==> src/rtl/scp_pkg.sv <==
package scp_pkg;
    localparam int BYTE_W = 8;
    typedef logic [BYTE_W-1:0] byte_t;

    localparam byte_t CMD_MODE_WR = 8'h10;
    localparam byte_t CMD_PLAY    = 8'h62;
    localparam byte_t CMD_REC     = 8'h72;
    localparam byte_t CMD_STAT_RD = 8'h7E;
    localparam byte_t CMD_MODE_RD = 8'h7F;

    typedef struct packed {
        logic ie;
        logic ms;
        logic ps;
        logic de;
    } mode_t;
endpackage

==> src/rtl/scp_sync.sv <==
module scp_sync #(
    parameter int STAGES = 2
) (
    input  logic clk,
    input  logic rst_n,
    input  logic sclk,
    input  logic csn,
    input  logic din,
    output logic sclk_rise,
    output logic sclk_fall,
    output logic csn_s,
    output logic din_s
);
    typedef struct packed {
        logic [STAGES:0]   sck;
        logic [STAGES-1:0] cs;
        logic [STAGES-1:0] dt;
    } sync_t;

    sync_t st_d, st_q;

    always_comb begin
        st_d     = st_q;
        st_d.sck = (st_q.sck << 1) | (STAGES+1)'(sclk);
        st_d.cs  = (st_q.cs << 1) | STAGES'(csn);
        st_d.dt  = (st_q.dt << 1) | STAGES'(din);
    end

    always_ff @(posedge clk or negedge rst_n) begin
        if (!rst_n) begin
            st_q.sck <= '0;
            st_q.cs  <= '1;
            st_q.dt  <= '0;
        end else begin
            st_q <= st_d;
        end
    end

    assign sclk_rise = st_q.sck[STAGES-1] & ~st_q.sck[STAGES];
    assign sclk_fall = ~st_q.sck[STAGES-1] & st_q.sck[STAGES];
    assign csn_s     = st_q.cs[STAGES-1];
    assign din_s     = st_q.dt[STAGES-1];
endmodule

==> src/rtl/scp_rx.sv <==
module scp_rx
    import scp_pkg::*;
(
    input  logic  clk,
    input  logic  rst_n,
    input  logic  sclk_rise,
    input  logic  csn_s,
    input  logic  din_s,
    output logic  byte_valid,
    output byte_t byte_data,
    output logic  byte_is_cmd
);
    localparam int CNT_W = $clog2(BYTE_W);

    typedef struct packed {
        logic [CNT_W-1:0] cnt;
        byte_t            sr;
        logic             first;
        logic             valid;
        byte_t            data;
        logic             is_cmd;
    } rx_t;

    rx_t rx_d, rx_q;
    byte_t shifted;

    always_comb begin
        rx_d       = rx_q;
        rx_d.valid = 1'b0;
        shifted    = {rx_q.sr[BYTE_W-2:0], din_s};
        if (csn_s) begin
            rx_d.cnt   = '0;
            rx_d.first = 1'b1;
        end else if (sclk_rise) begin
            rx_d.sr = shifted;
            if (rx_q.cnt == CNT_W'(BYTE_W-1)) begin
                rx_d.cnt    = '0;
                rx_d.valid  = 1'b1;
                rx_d.data   = shifted;
                rx_d.is_cmd = rx_q.first;
                rx_d.first  = 1'b0;
            end else begin
                rx_d.cnt = rx_q.cnt + 1'b1;
            end
        end
    end

    always_ff @(posedge clk or negedge rst_n) begin
        if (!rst_n) begin
            rx_q       <= '0;
            rx_q.first <= 1'b1;
        end else begin
            rx_q <= rx_d;
        end
    end

    assign byte_valid  = rx_q.valid;
    assign byte_data   = rx_q.data;
    assign byte_is_cmd = rx_q.is_cmd;
endmodule

==> src/rtl/scp_reply.sv <==
module scp_reply
    import scp_pkg::*;
(
    input  logic  clk,
    input  logic  rst_n,
    input  logic  load,
    input  byte_t load_data,
    input  logic  sclk_fall,
    input  logic  csn_s,
    output logic  reply_bit,
    output logic  reply_en
);
    localparam int CNT_W = $clog2(BYTE_W + 1);

    typedef struct packed {
        byte_t            sr;
        logic [CNT_W-1:0] cnt;
        logic             armed;
        logic             en;
        logic             bit_out;
    } tx_t;

    tx_t tx_d, tx_q;

    always_comb begin
        tx_d = tx_q;
        if (csn_s) begin
            tx_d.armed = 1'b0;
            tx_d.en    = 1'b0;
        end else if (load) begin
            tx_d.sr    = load_data;
            tx_d.cnt   = '0;
            tx_d.armed = 1'b1;
            tx_d.en    = 1'b0;
        end else if (sclk_fall && tx_q.armed) begin
            if (tx_q.cnt < CNT_W'(BYTE_W)) begin
                tx_d.bit_out = tx_q.sr[BYTE_W-1];
                tx_d.sr      = tx_q.sr << 1;
                tx_d.cnt     = tx_q.cnt + 1'b1;
                tx_d.en      = 1'b1;
            end else begin
                tx_d.armed = 1'b0;
                tx_d.en    = 1'b0;
            end
        end
    end

    always_ff @(posedge clk or negedge rst_n) begin
        if (!rst_n) tx_q <= '0;
        else        tx_q <= tx_d;
    end

    assign reply_bit = tx_q.bit_out;
    assign reply_en  = tx_q.en;
endmodule

==> src/rtl/serial_cmd_port.sv <==
module serial_cmd_port
    import scp_pkg::*;
#(
    parameter int PAGE_W      = 8,
    parameter int SYNC_STAGES = 2
) (
    input  logic              clk,
    input  logic              rst_n,
    input  logic              host_sclk,
    input  logic              host_csn,
    input  logic              host_din,
    output logic              host_dout,
    output logic              host_dout_en,
    output logic              irq_pull_low,
    input  logic              ctrl_event,
    output logic              mode_de,
    output logic              mode_ps,
    output logic              mode_ms,
    output logic              encode_en,
    output logic              decode_en,
    output logic              play_req,
    output logic              rec_req,
    output logic [PAGE_W-1:0] page_num
);
    localparam int MODE_W = $bits(mode_t);
    localparam int PAD_W  = BYTE_W - MODE_W - 1;

    logic  sclk_rise, sclk_fall, csn_s, din_s;
    logic  rx_valid, rx_is_cmd;
    byte_t rx_byte;
    logic  rep_load;
    byte_t rep_val;

    typedef struct packed {
        byte_t             cmd;
        logic              data_taken;
        mode_t             mode;
        logic              pending;
        logic              play;
        logic              rec;
        logic [PAGE_W-1:0] page;
    } ctl_t;

    ctl_t state_d, state_q;

    scp_sync #(.STAGES(SYNC_STAGES)) u_sync (
        .clk       (clk),
        .rst_n     (rst_n),
        .sclk      (host_sclk),
        .csn       (host_csn),
        .din       (host_din),
        .sclk_rise (sclk_rise),
        .sclk_fall (sclk_fall),
        .csn_s     (csn_s),
        .din_s     (din_s)
    );

    scp_rx u_rx (
        .clk         (clk),
        .rst_n       (rst_n),
        .sclk_rise   (sclk_rise),
        .csn_s       (csn_s),
        .din_s       (din_s),
        .byte_valid  (rx_valid),
        .byte_data   (rx_byte),
        .byte_is_cmd (rx_is_cmd)
    );

    scp_reply u_reply (
        .clk       (clk),
        .rst_n     (rst_n),
        .load      (rep_load),
        .load_data (rep_val),
        .sclk_fall (sclk_fall),
        .csn_s     (csn_s),
        .reply_bit (host_dout),
        .reply_en  (host_dout_en)
    );

    always_comb begin
        state_d      = state_q;
        state_d.play = 1'b0;
        state_d.rec  = 1'b0;
        rep_load     = 1'b0;
        rep_val      = '0;
        if (rx_valid) begin
            if (rx_is_cmd) begin
                state_d.cmd        = rx_byte;
                state_d.data_taken = 1'b0;
                if (rx_byte == CMD_STAT_RD) begin
                    rep_load        = 1'b1;
                    rep_val         = {state_q.pending, {PAD_W{1'b0}}, state_q.mode};
                    state_d.pending = 1'b0;
                end else if (rx_byte == CMD_MODE_RD) begin
                    rep_load = 1'b1;
                    rep_val  = {1'b0, {PAD_W{1'b0}}, state_q.mode};
                end
            end else if (!state_q.data_taken) begin
                state_d.data_taken = 1'b1;
                case (state_q.cmd)
                    CMD_MODE_WR: state_d.mode = mode_t'(rx_byte[MODE_W-1:0]);
                    CMD_PLAY: begin
                        state_d.play = 1'b1;
                        state_d.page = rx_byte[PAGE_W-1:0];
                    end
                    CMD_REC: begin
                        state_d.rec  = 1'b1;
                        state_d.page = rx_byte[PAGE_W-1:0];
                    end
                    default: ;
                endcase
            end
        end
        if (ctrl_event) state_d.pending = 1'b1;
    end

    always_ff @(posedge clk or negedge rst_n) begin
        if (!rst_n) state_q <= '0;
        else        state_q <= state_d;
    end

    assign mode_de      = state_q.mode.de;
    assign mode_ps      = state_q.mode.ps;
    assign mode_ms      = state_q.mode.ms;
    assign encode_en    = ~state_q.mode.de & ~state_q.mode.ps;
    assign decode_en    = state_q.mode.de & ~state_q.mode.ps;
    assign irq_pull_low = state_q.pending & state_q.mode.ie;
    assign play_req     = state_q.play;
    assign rec_req      = state_q.rec;
    assign page_num     = state_q.page;
endmodule

==> config.mk <==
export PLATFORM = sky130hd
export DESIGN_NAME = serial_cmd_port
export DESIGN_NICKNAME = d
export VERILOG_FILES = /design/src/rtl/scp_pkg.sv /design/src/rtl/scp_sync.sv /design/src/rtl/scp_rx.sv /design/src/rtl/scp_reply.sv /design/src/rtl/serial_cmd_port.sv
export SDC_FILE = /design/constraint.sdc
export NUM_CORES = 1
export LEC_CHECK = 0
export BUFFER_PORTS_ARGS = -buffer_cell sky130_fd_sc_hd__buf_4
export CORE_ASPECT_RATIO = 1.75
export CORE_MARGIN = 1
export CORE_UTILIZATION = 40
export CTS_CLUSTER_DIAMETER = 40
export CTS_CLUSTER_SIZE = 30
export DETAILED_ROUTE_END_ITERATION = 8
export GPL_ROUTABILITY_DRIVEN = 0
export SLEW_MARGIN = 20
export SYNTH_ARGS = -nofsm -noshare
export SYNTH_HDL_FRONTEND = slang
export SYNTH_HIERARCHICAL = 1
export SYNTH_SLANG_ARGS = --single-unit
==> constraint.sdc <==
create_clock -name clk -period 5.8 [get_ports clk]
set_input_delay 0.58 -clock clk [delete_from_list [all_inputs] [get_ports clk]]
set_output_delay 0.58 -clock clk [all_outputs]
set_load 0.02 [all_outputs]
Word-level counts from Yosys, hierarchy flattened --
Index checks and enable logic that the tools add are counted.
Storage, ports and cells: bits of input ports 6, output and inout port bits 18, register bits 68, word-level logic and storage cells 101
Cells by class: reduce and logical (&&, ||, !) cells 20, bitwise logic cells 16, equal/unequal tests 7, mux-type cells 31, add/subtract/negate cells 2, magnitude comparators 1
Operators with widths (number):
- 8-bit by 7-bit == test with 1-bit output (second input constant) | 4
- 8-bit two-way mux | 4
- 10-bit two-way mux | 3
- 11-bit two-way mux | 2
- 22-bit two-way mux | 1
- 15-bit two-way mux | 1
- 1-bit two-way mux | 14
- 14-bit two-way mux | 1
- 2-bit nonzero test | 7
- 12-bit two-way mux | 1
- 4-bit AND reduction | 3
- 3-bit AND reduction | 3
- 8-bit by 5-bit == test with 1-bit output (second input constant) | 1
- 1-bit NOT | 8
- 2-bit AND reduction | 4
- 3-bit two-way mux | 2
- 1-bit AND | 5
- 4-bit by 1-bit adder with 4-bit output (second input constant) | 1
- 4-bit less-than comparator (second input constant) | 1
- 4-bit two-way mux | 1
- 2-bit by 1-bit bitwise OR with 2-bit output | 2
- 3-bit by 1-bit adder with 3-bit output (second input constant) | 1
- 3-bit == test (second input constant) | 1
- 3-bit inequality test (second input constant) | 1
- 5 further kinds | 5

Longest topological paths before layout --
depth after elaboration 7, mapped depth 7, gate-level depth less buffers 5

Cells and area by module --
The synthesis kept the hierarchy.
Modules (own cells, without submodules):
- serial_cmd_port | seq. area each 600.6 µm², cells each 80, instances 1, area each 1052.3 µm²
- scp_rx | seq. area each 526.8 µm², cells each 63, instances 1, area each 957.2 µm²
- scp_reply | seq. area each 375.4 µm², cells each 59, instances 1, area each 719.4 µm²
- scp_sync | seq. area each 177.7 µm², cells each 9, instances 1, area each 192.7 µm²

Worst setup path after synthesis --
No wires, ideal clock.
path type register -> register, start point register u_rx.rx_q (netlist bit u_rx/byte_data[7]), end point register u_reply/tx_q[10] in the netlist's numbering, buffers on the path 1, slack 3.614 ns, arrival time 2.061 ns, library setup time 0.125 ns, period minus slack after synthesis 2.186 ns, cell stages (with the launch flop) 7, data required time 5.675 ns, path through dfrtp_1 > buf_4 > nand4b_1 > nor3_1 > inv_1 > a21oi_2 > mux2_2
Between the ends: longest elaborated chain between the ends 7, elaborated cells on any way between the ends 14, those cells by class eq/ne: 2; mux: 9; reduce/logical: 3
Ends and longest elaborated chain:
- start: declaration | RTL line scp_rx.sv:24 | rx_t rx_d, rx_q;
- start signal: assignment | RTL line scp_rx.sv:53 | rx_q <= rx_d;
- 8-bit by 7-bit == test with 1-bit output | RTL line serial_cmd_port.sv:94 | end else if (rx_byte == CMD_MODE_RD) begin
- 1-bit two-way mux | RTL line serial_cmd_port.sv:94
- 1-bit two-way mux (*) | RTL line serial_cmd_port.sv:90 | if (rx_byte == CMD_STAT_RD) begin
- 1-bit two-way mux (*) | RTL line serial_cmd_port.sv:87 | if (rx_is_cmd) begin
- 1-bit two-way mux (*) | RTL line serial_cmd_port.sv:86 | if (rx_valid) begin
- named net rep_load | RTL line serial_cmd_port.sv:31 | logic rep_load;
- 2-bit nonzero test (no source line)
- 3-bit AND reduction (no source line)
- end signal: assignment | RTL line scp_reply.sv:50 | else tx_q <= tx_d;
- end: declaration | RTL line scp_reply.sv:23 | tx_t tx_d, tx_q;
Mark *: on every way through the listed nets, which the timed path passes. The rest lies on a longest branch. A chain may end at the register's enable or synchronous reset.

Final worst setup path --
start point register u_rx.rx_q (netlist bit u_rx/byte_data[7]), end point register u_reply/tx_q[11] in the netlist's numbering
The elaborated chain is that of the path after synthesis.

==> results by group <==
Critical path
  – Worst setup EP type: flip-flop
  – Req. time, crit path: 6010 ps
  – Start point of the critical path: u_rx/byte_data[7]
  – Startpoint Class: flip-flop
  – Crit-path max FO: 22
  – Worst EP arrival: between 2000 and 2500 ps
  – FF-to-FF Start: u_rx/byte_data[7]
  – Kind of critical path: flip-flop to flip-flop

Final layout
  – Final core occ: 0.480
  – Final instance area: around 0.0033 sq mm
  – # diodes: 0
  – Most frequent cells in the layout: 64 x dfrtp_1, 35 x mux2_2, 24 x buf_4, 9 x clkbuf_16, 9 x mux2_4
  – Layout Cells excl Fill: ~320
  – Number of fill cells in the layout: about 630
  – Commonest non-fill, non-tap cell in the layout: dfrtp_1
  – Nets: ~240
  – Area growth syn-to-layout: 14.3%
  – Layout cells sized above 1: 0.398

Timing
  – Fin crit period: between 2000 and 2500 ps
  – Slew Limit Headroom: 0.437
  – Fin. max-slew vios: 0
  – Worst Skew: roughly 2.8 ps
  – Setup TNS: 0 ps
  – Final-report setup violation count: 0
  – Final setup margin: 3780 ps
  – Worst hold margin: ~340 ps
  – Final Hold Vio Count: 0
  – RSZ-0062 raised after global routing: false
  – Highest Clock Rate: around 500 MHz
  – Worst-Margin Slew: about 840 ps
  – Fraction of the cycle the final worst path needs: 0.349

Synthesis
  – Adder-cell share of the synthesized area: 0.0171
  – Post-synthesis register bit count: 67
  – Post-synth cell types: 38
  – Top post-synthesis cells by area: dfrtp_1 55%, mux2_2 13%, mux2_4 4.6%, buf_4 4.1%, dfstp_2 2.7%
  – Synth Warn #: 6
  – Top cell type's share of synthesized area: 0.548
  – Ys flop type: dfrtp_1
  – Seq/Total Area, Yosys: 0.575
  – Simple-gate share of the synthesized area: 0.102
  – Post-synth EDFFs: 0
  – Mux share of post-synthesis cell area: 0.188
  – Post-Syn Area: 0.00292 sq mm
  – Post-Synth XOR/XNOR Area: 0
  – Avg Cell Area, Syn: ~14 sq um
  – Synth async-reset ratio: 1.00
  – Main combinational cell family by area after synthesis: multiplexers
  – Cell count after synthesis: 211
  – Compound-cell area share of the yosys netlist: 0.0514
  – Post-synth top area cell: dfrtp_1

Die
  – I/O pin count: 24
  – Core area: ~0.0070 sq mm
  – Rows: 40
  – Die area: roughly 0.0077 sq mm
  – Initial Util: 0.420
  – Die H: ~120 um
  – Die X: between 60 and 70 um

Power
  – Total power: around 1.1 mW
  – Leakage power: 1.67 nW
  – Cell Pwr Density: approximately 320 mW/mm^2
  – VDD IR max: about 0.14 mV

Global route
  – First-pass GRT wire length: roughly 7800 um
  – Maximum number of pins on one net before global-route repair: 68
  – Initial antenna violation count: 0
  – Vias in the first global route: roughly 1,600
  – Total grt overflow: 0
  – GRT Total Usage: 0.143

Worst hold path
  – Hold Crit Class: flip-flop to flip-flop
  – Worst hold start: u_sync/st_q[4]

Clock network
  – Longest Clk Path Bufs: 2
  – Postcts setup bufs: 0
  – Clock sinks: between 60 and 70
  – Worst-path clk slew: roughly 50 ps
  – Clk_lat worst skew: approximately 330 ps
  – Post_cts resized: 0
  – CTS tree: yes
  – Cell chosen for the clock root: clkbuf_16
  – Htree depth: 3
  – Hold Buf Count CTS: 0
  – CTS buffer count: 9

Drt
  – Via Count: 1,581
  – DRC violations left: 0
  – Vias/cell: 5.02
  – DRT Pass-1 Iters: 4
  – Antenna viol nets, final: 0
  – Wire per inst: approximately 15 um
  – DRT iter0 DRCs: between 100 and 150
  – WL final: between 4000 and 5000 um

Placement
  – I/O Buffers: 23
  – Post-DP Area: approximately 0.0030 sq mm
  – Dpl cells: approximately 300
  – Pre-CTS WS: ~3700 ps
  – DP HPWL: between 3000 and 4000 um

Flow run
  – Max_cap viols: 0

Outcome
  – Status: complete, no violations
## flip-flops by register name (all words and copies together) (netlist names), 5 cells and up
register / cells
state_q: 11
u_reply/tx_q: 13
u_rx/byte_data: 8
u_sync/st_q: 5
u_rx/rx_q: 11
page_num: 8
## routing by layer
| metal | global-route usage | wire, um | part of all wire | up-vias |
|---|---|---|---|---|
| met3 | 0.0476 | 159 | 0.035 | 9 |
| met5 | 0 | 0 | 0 | - |
| met4 | 0.0894 | 132 | 0.029 | 0 |
| li1 | - | - | - | 759 |
| met1 | 0.171 | 1960 | 0.43 | 786 |
| met2 | 0.217 | 2320 | 0.51 | 27 |
## kinds of logic after synthesis
group / after synthesis
flip-flops: 67
AND/OR/NAND/NOR: 47
multiplexers: 46
buffers and inverters: 26
AO/OA/AOI/OAI: 20
adder cells (fa/ha/maj): 4
other: 1
## path summary, 6_finish.rpt
path / endpoint / slack [ps] / cells past startpoint
min reg2reg: u_sync/st_q[5] / 340 / 0
min: u_sync/st_q[5] / 340 / 0
min in group asynchronous: u_rx/rx_q[14] / 350 / 1
max reg2reg: u_reply/tx_q[11] / 3780 / 6
max in group asynchronous: u_reply/tx_q[9] / 4890 / 1
max: u_reply/tx_q[11] / 3780 / 6
## worst max-delay path, stage by stage (launching register included)
cell and delay (ps):
dfrtp_1 410, nand4b_1 220, nor3_2 180, buf_4 250, inv_1 90, a21oi_2 370, mux2_2 390
## cells in the mapped netlist, types with 2 or more instances
cell type and number:
dfrtp_1 64, mux2_2 35, buf_4 16, mux2_4 9
a22o_1 8, nor2_1 8, nand2_1 7, and2_1 5
a21oi_1 4, buf_6 4, ha_1 4, inv_1 4
nor3_1 4, and3b_1 3, dfstp_2 3, nand3_1 3
nor2b_1 3, o21ai_0 3, and3_1 2, mux2i_1 2
nand3b_1 2, nand4b_1 2
## report_power, final
part / switching [mW] / internal (mW)
clock network: 0.181 / 0.335
logic: 0.0164 / 0.0202
registers: 0.0165 / 0.492
total: 0.214 / 0.847
## final cells by class
cell class	count	area [sq um]	area share
clock buffer	15	288	0.0862
timing repair buffer	24	180	0.0540
sequential	67	1680	0.503
inverter	4	15.0	0.00450
multi-input combinational	120	1060	0.319
tap	84	105	0.0315
clock inverter	1	5.00	0.00150
Note: power is estimated with default switching activity, not from simulation.
